--- src/rtl/buck_seq_pkg.sv ---
package buck_seq_pkg;
   typedef enum logic [2:0] {
      PH_IDLE   = 3'd0,
      PH_SAMPLE = 3'd1,
      PH_SOFT   = 3'd2,
      PH_RUN    = 3'd3,
      PH_HICCUP = 3'd4
   } phase_t;

   typedef enum logic [1:0] {
      GM_OFF    = 2'd0,
      GM_SWITCH = 2'd1,
      GM_LOW_ON = 2'd2
   } gate_t;
endpackage

--- src/rtl/buck_seq_ramp.sv ---
module buck_seq_ramp #(
   parameter int CODE_W   = 10,
   parameter int TARGET   = 512,
   parameter int STEP_DIV = 4
) (
   input  logic              clk,
   input  logic              rst_n,
   input  logic              run,
   output logic [CODE_W-1:0] code,
   output logic              done
);
   assign done = (code == CODE_W'(TARGET));

   generate
      if (STEP_DIV == 1) begin : g_nodiv
         always_ff @(posedge clk or negedge rst_n) begin
            if (!rst_n)          code <= '0;
            else if (!run)       code <= '0;
            else if (!done)      code <= code + 1'b1;
         end
      end else begin : g_div
         localparam int DIV_W = $clog2(STEP_DIV);
         logic [DIV_W-1:0] div;
         always_ff @(posedge clk or negedge rst_n) begin
            if (!rst_n) begin
               div  <= '0;
               code <= '0;
            end else if (!run) begin
               div  <= '0;
               code <= '0;
            end else if (div == DIV_W'(STEP_DIV-1)) begin
               div <= '0;
               if (!done) code <= code + 1'b1;
            end else begin
               div <= div + 1'b1;
            end
         end
      end
   endgenerate
endmodule

--- src/rtl/buck_seq_ocset.sv ---
module buck_seq_ocset #(
   parameter int TH_W   = 8,
   parameter int TH_MAX = 175
) (
   input  logic            clk,
   input  logic            rst_n,
   input  logic            capture,
   input  logic [TH_W-1:0] sample_in,
   output logic [TH_W-1:0] thr
);
   localparam logic [TH_W-1:0] CEIL = TH_W'(TH_MAX);

   always_ff @(posedge clk or negedge rst_n) begin
      if (!rst_n)       thr <= CEIL;
      else if (capture) thr <= (sample_in > CEIL) ? CEIL : sample_in;
   end
endmodule

--- src/rtl/buck_seq_fbmon.sv ---
module buck_seq_fbmon #(
   parameter int FB_W    = 10,
   parameter int UV_LVL  = 256,
   parameter int OV_RISE = 640,
   parameter int OV_FALL = 614,
   parameter int UV_DEB  = 8
) (
   input  logic            clk,
   input  logic            rst_n,
   input  logic [FB_W-1:0] fb,
   input  logic            uv_en,
   input  logic            ov_en,
   output logic            uv_fault,
   output logic            ov_active
);
   logic fb_low;
   assign fb_low = (fb < FB_W'(UV_LVL));

   always_ff @(posedge clk or negedge rst_n) begin
      if (!rst_n)                      ov_active <= 1'b0;
      else if (!ov_en)                 ov_active <= 1'b0;
      else if (fb > FB_W'(OV_RISE))    ov_active <= 1'b1;
      else if (fb < FB_W'(OV_FALL))    ov_active <= 1'b0;
   end

   generate
      if (UV_DEB == 0) begin : g_nodeb
         assign uv_fault = uv_en & fb_low;
      end else begin : g_deb
         localparam int CNT_W = $clog2(UV_DEB + 1);
         logic [CNT_W-1:0] cnt;
         always_ff @(posedge clk or negedge rst_n) begin
            if (!rst_n)                       cnt <= '0;
            else if (!(uv_en && fb_low))      cnt <= '0;
            else if (cnt != CNT_W'(UV_DEB))   cnt <= cnt + 1'b1;
         end
         assign uv_fault = (cnt == CNT_W'(UV_DEB));
      end
   endgenerate
endmodule

--- src/rtl/buck_seq.sv ---
module buck_seq
   import buck_seq_pkg::*;
#(
   parameter int FB_W       = 10,
   parameter int TH_W       = 8,
   parameter int REF_TARGET = 512,
   parameter int STEP_DIV   = 4,
   parameter int SAMPLE_CYC = 64,
   parameter int UV_DEB     = 8,
   parameter int HICCUP_CYC = 256,
   parameter int TH_MAX     = 175
) (
   input  logic            clk,
   input  logic            rst_n,
   input  logic            supply_ok,
   input  logic            shdn_req,
   input  logic            oc_trip,
   input  logic            ls_phase,
   input  logic [FB_W-1:0] fb_code,
   input  logic [TH_W-1:0] ocset_code,
   output logic [FB_W-1:0] ref_code,
   output logic [1:0]      gate_mode,
   output logic [2:0]      phase,
   output logic [TH_W-1:0] thr_code,
   output logic            isrc_half,
   output logic            uv_armed,
   output logic            ov_active
);
   localparam int SS_CYC  = REF_TARGET * STEP_DIV;
   localparam int UV_DLY  = SS_CYC;
   localparam int UV_LVL  = REF_TARGET / 2;
   localparam int OV_RISE = (REF_TARGET * 5) / 4;
   localparam int OV_FALL = (REF_TARGET * 6) / 5;
   localparam int TMR_MAX = (UV_DLY > SAMPLE_CYC) ?
                            ((UV_DLY > HICCUP_CYC) ? UV_DLY : HICCUP_CYC) :
                            ((SAMPLE_CYC > HICCUP_CYC) ? SAMPLE_CYC : HICCUP_CYC);
   localparam int TMR_W   = $clog2(TMR_MAX + 1);

   generate
      if (OV_RISE >= (1 << FB_W)) begin : g_bad_fbw
         $error("buck_seq: FB_W too narrow for the over-voltage level");
      end
      if (TH_MAX >= (1 << TH_W)) begin : g_bad_thw
         $error("buck_seq: TH_MAX does not fit TH_W");
      end
      if (SAMPLE_CYC < 1 || HICCUP_CYC < 1 || STEP_DIV < 1) begin : g_bad_time
         $error("buck_seq: timing parameters must be at least 1");
      end
   endgenerate

   phase_t           st, st_nx;
   logic [TMR_W-1:0] tmr;
   logic [FB_W-1:0]  ramp_code;
   logic             ramp_done;
   logic             uv_fault;
   logic             ov_hold;
   logic             oc_evt;
   logic             active;
   gate_t            gm;

   assign active = (st == PH_SOFT) || (st == PH_RUN);
   assign gm     = !active ? GM_OFF : (ov_hold ? GM_LOW_ON : GM_SWITCH);
   assign oc_evt = oc_trip && ls_phase && (gm == GM_SWITCH);

   always_comb begin
      st_nx = st;
      if (!supply_ok || shdn_req) begin
         st_nx = PH_IDLE;
      end else begin
         unique case (st)
            PH_IDLE:   st_nx = PH_SAMPLE;
            PH_SAMPLE: if (tmr == TMR_W'(SAMPLE_CYC-1)) st_nx = PH_SOFT;
            PH_SOFT:   if (oc_evt) st_nx = PH_HICCUP;
                       else if (ramp_done) st_nx = PH_RUN;
            PH_RUN:    if (oc_evt || uv_fault) st_nx = PH_HICCUP;
            PH_HICCUP: if (tmr == TMR_W'(HICCUP_CYC-1)) st_nx = PH_SAMPLE;
            default:   st_nx = PH_IDLE;
         endcase
      end
   end

   always_ff @(posedge clk or negedge rst_n) begin
      if (!rst_n) begin
         st  <= PH_IDLE;
         tmr <= '0;
      end else begin
         st <= st_nx;
         if (st_nx != st)                 tmr <= '0;
         else if (tmr != TMR_W'(TMR_MAX)) tmr <= tmr + 1'b1;
      end
   end

   buck_seq_ramp #(
      .CODE_W(FB_W), .TARGET(REF_TARGET), .STEP_DIV(STEP_DIV)
   ) u_ramp (
      .clk(clk), .rst_n(rst_n), .run(st == PH_SOFT),
      .code(ramp_code), .done(ramp_done)
   );

   buck_seq_ocset #(
      .TH_W(TH_W), .TH_MAX(TH_MAX)
   ) u_ocset (
      .clk(clk), .rst_n(rst_n),
      .capture((st == PH_SAMPLE) && (st_nx == PH_SOFT)),
      .sample_in(ocset_code), .thr(thr_code)
   );

   buck_seq_fbmon #(
      .FB_W(FB_W), .UV_LVL(UV_LVL), .OV_RISE(OV_RISE),
      .OV_FALL(OV_FALL), .UV_DEB(UV_DEB)
   ) u_fbmon (
      .clk(clk), .rst_n(rst_n), .fb(fb_code),
      .uv_en(uv_armed), .ov_en(active),
      .uv_fault(uv_fault), .ov_active(ov_hold)
   );

   assign uv_armed  = (st == PH_RUN) && (tmr >= TMR_W'(UV_DLY));
   assign ref_code  = (st == PH_RUN)  ? FB_W'(REF_TARGET) :
                      (st == PH_SOFT) ? ramp_code : '0;
   assign gate_mode = gm;
   assign phase     = st;
   assign isrc_half = (st == PH_SAMPLE);
   assign ov_active = ov_hold;
endmodule

--- config.mk ---
export PLATFORM = sky130hd
export DESIGN_NAME = buck_seq
export DESIGN_NICKNAME = d
export VERILOG_FILES = /design/src/rtl/buck_seq_pkg.sv /design/src/rtl/buck_seq_ramp.sv /design/src/rtl/buck_seq_ocset.sv /design/src/rtl/buck_seq_fbmon.sv /design/src/rtl/buck_seq.sv
export SDC_FILE = /design/constraint.sdc
export NUM_CORES = 1
export LEC_CHECK = 0
export BUFFER_PORTS_ARGS = -buffer_cell sky130_fd_sc_hd__buf_2
export CAP_MARGIN = 20
export CELL_PAD_IN_SITES_DETAIL_PLACEMENT = 0
export CELL_PAD_IN_SITES_GLOBAL_PLACEMENT = 1
export CORE_UTILIZATION = 44
export DETAILED_ROUTE_END_ITERATION = 10
export HOLD_SLACK_MARGIN = 0.1
export PLACE_DENSITY = 0.89
export SETUP_SLACK_MARGIN = 0.15
export SLEW_MARGIN = 10
export SYNTH_ARGS = -nofsm -noshare
export SYNTH_HDL_FRONTEND = slang
export SYNTH_HIERARCHICAL = 1
export SYNTH_SLANG_ARGS = --single-unit
--- constraint.sdc ---
create_clock -name clk -period 7.1 [get_ports clk]
set_input_delay 1.065 -clock clk [delete_from_list [all_inputs] [get_ports clk]]
set_output_delay 1.065 -clock clk [all_outputs]
set_load 0.01 [all_outputs]
==> PnR_summary.wiki <==
{| class="wikitable"
! Metric !! Value
|-
| Unrepaired setup endpoints after global routing || false
|-
| Number of antenna repair diodes || 0
|-
| Number of buffer cells added on primary ports || 49
|-
| Pwr/cell area || between 150 and 200 nW/um^2
|-
| Power share of the combinational group || under 10%
|-
| Classification of the worst setup path || flop to output port
|-
| Overall routing resource usage || 18.36%
|-
| Resize count post-CTS || 0
|-
| Row count || 26
|-
| Per-instance average area after synthesis || a little over 9 sq um
|-
| Maximum capacitance violations || 0
|-
| Clk_skew || between 0.003 and 0.004 ns
|-
| # DRC || 0
|-
| Number of buffers inserted to repair setup after CTS || 0
|-
| Via count of the first global-routing pass || between 1500 and 2000
|-
| Clk Latency, worst-skew pair || 0.28 ns
|-
| Worst ir drop on vdd || about 0.000081 V
|-
| Hold-fix buffers, CTS || 0
|-
| Syn Std Cell Area || between 2000 and 2500 sq um
|-
| Top library cells by usage in the layout, fill and taps aside || sky130_fd_sc_hd__buf_2, sky130_fd_sc_hd__nor2_1, sky130_fd_sc_hd__dfrtp_1
|-
| Via count || approximately 1900
|-
| Level count of the clock H-tree || 2
|-
| Actual slew at the worst max-slew pin || about 0.97 ns
|-
| Placeable core area || roughly 5100 sq um
|-
| Die Span X || about 75 um
|-
| Clk root buf || sky130_fd_sc_hd__clkbuf_8
|-
| Avg Vias per Cell || about 5.2
|-
| Synth Instances || between 200 and 300
|-
| Net Switching || around 110 uW
|-
| CP max FO || 18
|-
| Syn_nets || roughly 280
|-
| Distinct cell type count of the synthesized netlist || 47
|-
| Initial core utilization || about 46%
|-
| Clock transition at the registers of the reported paths || roughly 0.08 ns
|-
| Total gr overflow || 0
|-
| Synthesis-stage register bit count || 40
|-
| CTS sink cnt || 40
|-
| Clock network power share || between 30% and 40%
|-
| Arrival time at the worst endpoint || 2.09 ns
|-
| Maximum number of pins on one net before global-route repair || slightly above 40
|-
| Status || finished, final reports clean
|-
| Global-route wire length before repair || roughly 7.8 mm
|-
| Count of flip-flops with a built-in enable after synthesis || 0
|-
| TritonCTS clock tree || yes
|-
| Global placer's final weighted congestion || 0.7770
|-
| Number of antenna violations at the first check in global routing || 0
|-
| Lkg Pwr || 0.001241 uW
|-
| Final number of setup-violating endpoints || 0
|-
| Die outline area || approximately 5600 sq um
|-
| Setup TNS Final || 0 ns
|-
| Die height || about 75 um
|-
| Initial detailed-routing violation count || between 100 and 150
|-
| Total power || around 480 uW
|-
| Register area share after synthesis || between 40% and 50%
|-
| FFs w/ async S/R, synth || 100.0%
|-
| Net switching share of the total power || 23.73%
|-
| Slew Viols, Final || 0
|-
| Endpoint class of the critical path || output port
|-
| Internal power component || approximately 360 uW
|-
| Worst hold slack || approximately 0.43 ns
|-
| Primary flip-flop cell chosen by synthesis mapping || sky130_fd_sc_hd__dfrtp_1
|-
| Worst setup slack for register-to-register paths || 4.47 ns
|-
| Drt first pass iters || 4
|-
| Hold Vio Cnt, Final || 0
|-
| Net total in the final layout || between 300 and 400
|-
| Tightest Hold Check Type || flop to flop
|-
| Headroom to the max-slew limit || 35.18%
|-
| Aggregate routed wire length || roughly 4.7 mm
|-
| DR WL/cell || roughly 13 um
|-
| Final Critical Period || 3.153 ns
|-
| Detail Route Antenna Nets || 0
|-
| CTS Buf Count || 5
|-
| Req. time, crit path || roughly 6.0 ns
|-
| Layout cells sized above 1 || about a quarter
|-
| Most common cell after layout, fill and taps aside || sky130_fd_sc_hd__buf_2
|-
| Filler cell count in the final layout || approximately 480
|-
| Share of the clock period used by the worst path after layout || 44.41%
|-
| Maximum count of clock buffers along a single path || 2
|-
| Maximum operating frequency || around 320 MHz
|-
| Layout area overhead || 17.36%
|-
| Proportion of power drawn by flip-flops and latches || approximately 52%
|-
| Number of I/O pins || 50
|-
| Syn. warnings || 6
|-
| Nature of the critical path startpoint || flop
|-
| HPWL Detailed || approximately 3.3 mm
|}
-- metal layers --
metal	wire length (um)	global-route usage (%)	vias to the layer above	part of all wire, %
met2	2130	28.73	37	46
li1	-	-	981	-
met1	2360	25.47	908	50
met4	40	6.289	0	0.86
met3	146	3.614	2	3.1
met5	0	0	-	0
-- power by group through the flow --
| stage | logic [uW] | registers (uW) | clock network [uW] |
|---|---|---|---|
| after floorplan | 25.0 | 253 | 0 |
| after global placement | 43.7 | 253 | 0 |
| after detailed placement | 45.0 | 254 | 0 |
| after CTS | 45.3 | 249 | 189 |
| after global routing | 50.9 | 251 | 198 |
| final | 44.1 | 249 | 182 |
-- path summary, 6_finish.rpt --
check	depth (start not counted)	start	end
setup / recovery	4	phase[2]	ref_code[4]
hold / removal	1	u_ramp/g_div.div[0]	u_ramp/g_div.div[0]
setup reg to reg	5	tmr[8]	tmr[9]
hold reg to reg	1	u_ramp/g_div.div[0]	u_ramp/g_div.div[0]
max in group asynchronous	1	rst_n	tmr[9]
min in group asynchronous	1	rst_n	u_fbmon/ov_active
-- sequential cells by signal, summed over array words and instances, names as in the netlist --
name,flops
phase,3
u_fbmon/ov_active,1
u_ocset/thr,8
u_ramp/g_div.div,2
u_ramp/code,10
u_fbmon/g_deb.cnt,4
tmr,12
-- kinds of logic (layout without fill, tap and decap cells) --
| kind of cell | after synthesis | in the layout | synth area share [%] |
|---|---|---|---|
| and+or+nand+nor | 124 | 124 | 29.69 |
| DFF | 40 | 40 | 43.19 |
| AOI/OAI and AO/OA | 37 | 37 | 10.24 |
| buffers and inverters | 21 | 72 | 4.072 |
| xor gates and xnor gates | 16 | 16 | 6.002 |
| adders and majority gates | 7 | 7 | 3.751 |
| muxes | 7 | 7 | 3.055 |
-- cells in the mapped netlist (all sizes together), types with 7 or more instances --
cell type,instances,area share (%)
nor3,8,1.7
o21ai,9,1.9
xor2,10,3.8
dfrtp,34,36
a21oi,12,2.6
nand3,13,2.8
ha,7,3.8
nor2,34,5.5
and2,12,3.2
inv,14,2.3
nand2,16,2.9
or4,8,3.1
-- final cells by class --
class,instances,area (sq um),area share (%)
Inverter,14,52.55,1.918
Timing Repair Buffer,50,252.7,9.224
Clock inverter,2,35.03,1.279
Multi-Input combinational cell,191,1231,44.93
Sequential cell,40,1008,36.80
Clock buffer,6,72.57,2.648
Tap cell,70,87.58,3.196
-- per-stage QoR --
stage	area, sq um	worst slack (ns)	util [%]	cells
floorplan	2335	4.652	-	252
global placement	2633	4.317	51.54	365
detailed placement	2633	4.227	51.54	365
CTS	2740	3.940	53.65	373
global route	2740	3.680	53.65	373
finish	2740	3.947	53.65	373
-- worst max-delay path, stage by stage, from the launching register on --
cell	delay [ns]
sky130_fd_sc_hd__dfrtp_1	0.46
sky130_fd_sc_hd__nand2b_1	0.23
sky130_fd_sc_hd__nor2_1	0.76
sky130_fd_sc_hd__and2_1	0.22
sky130_fd_sc_hd__buf_2	0.13
Power figures use the tool's default switching activity.
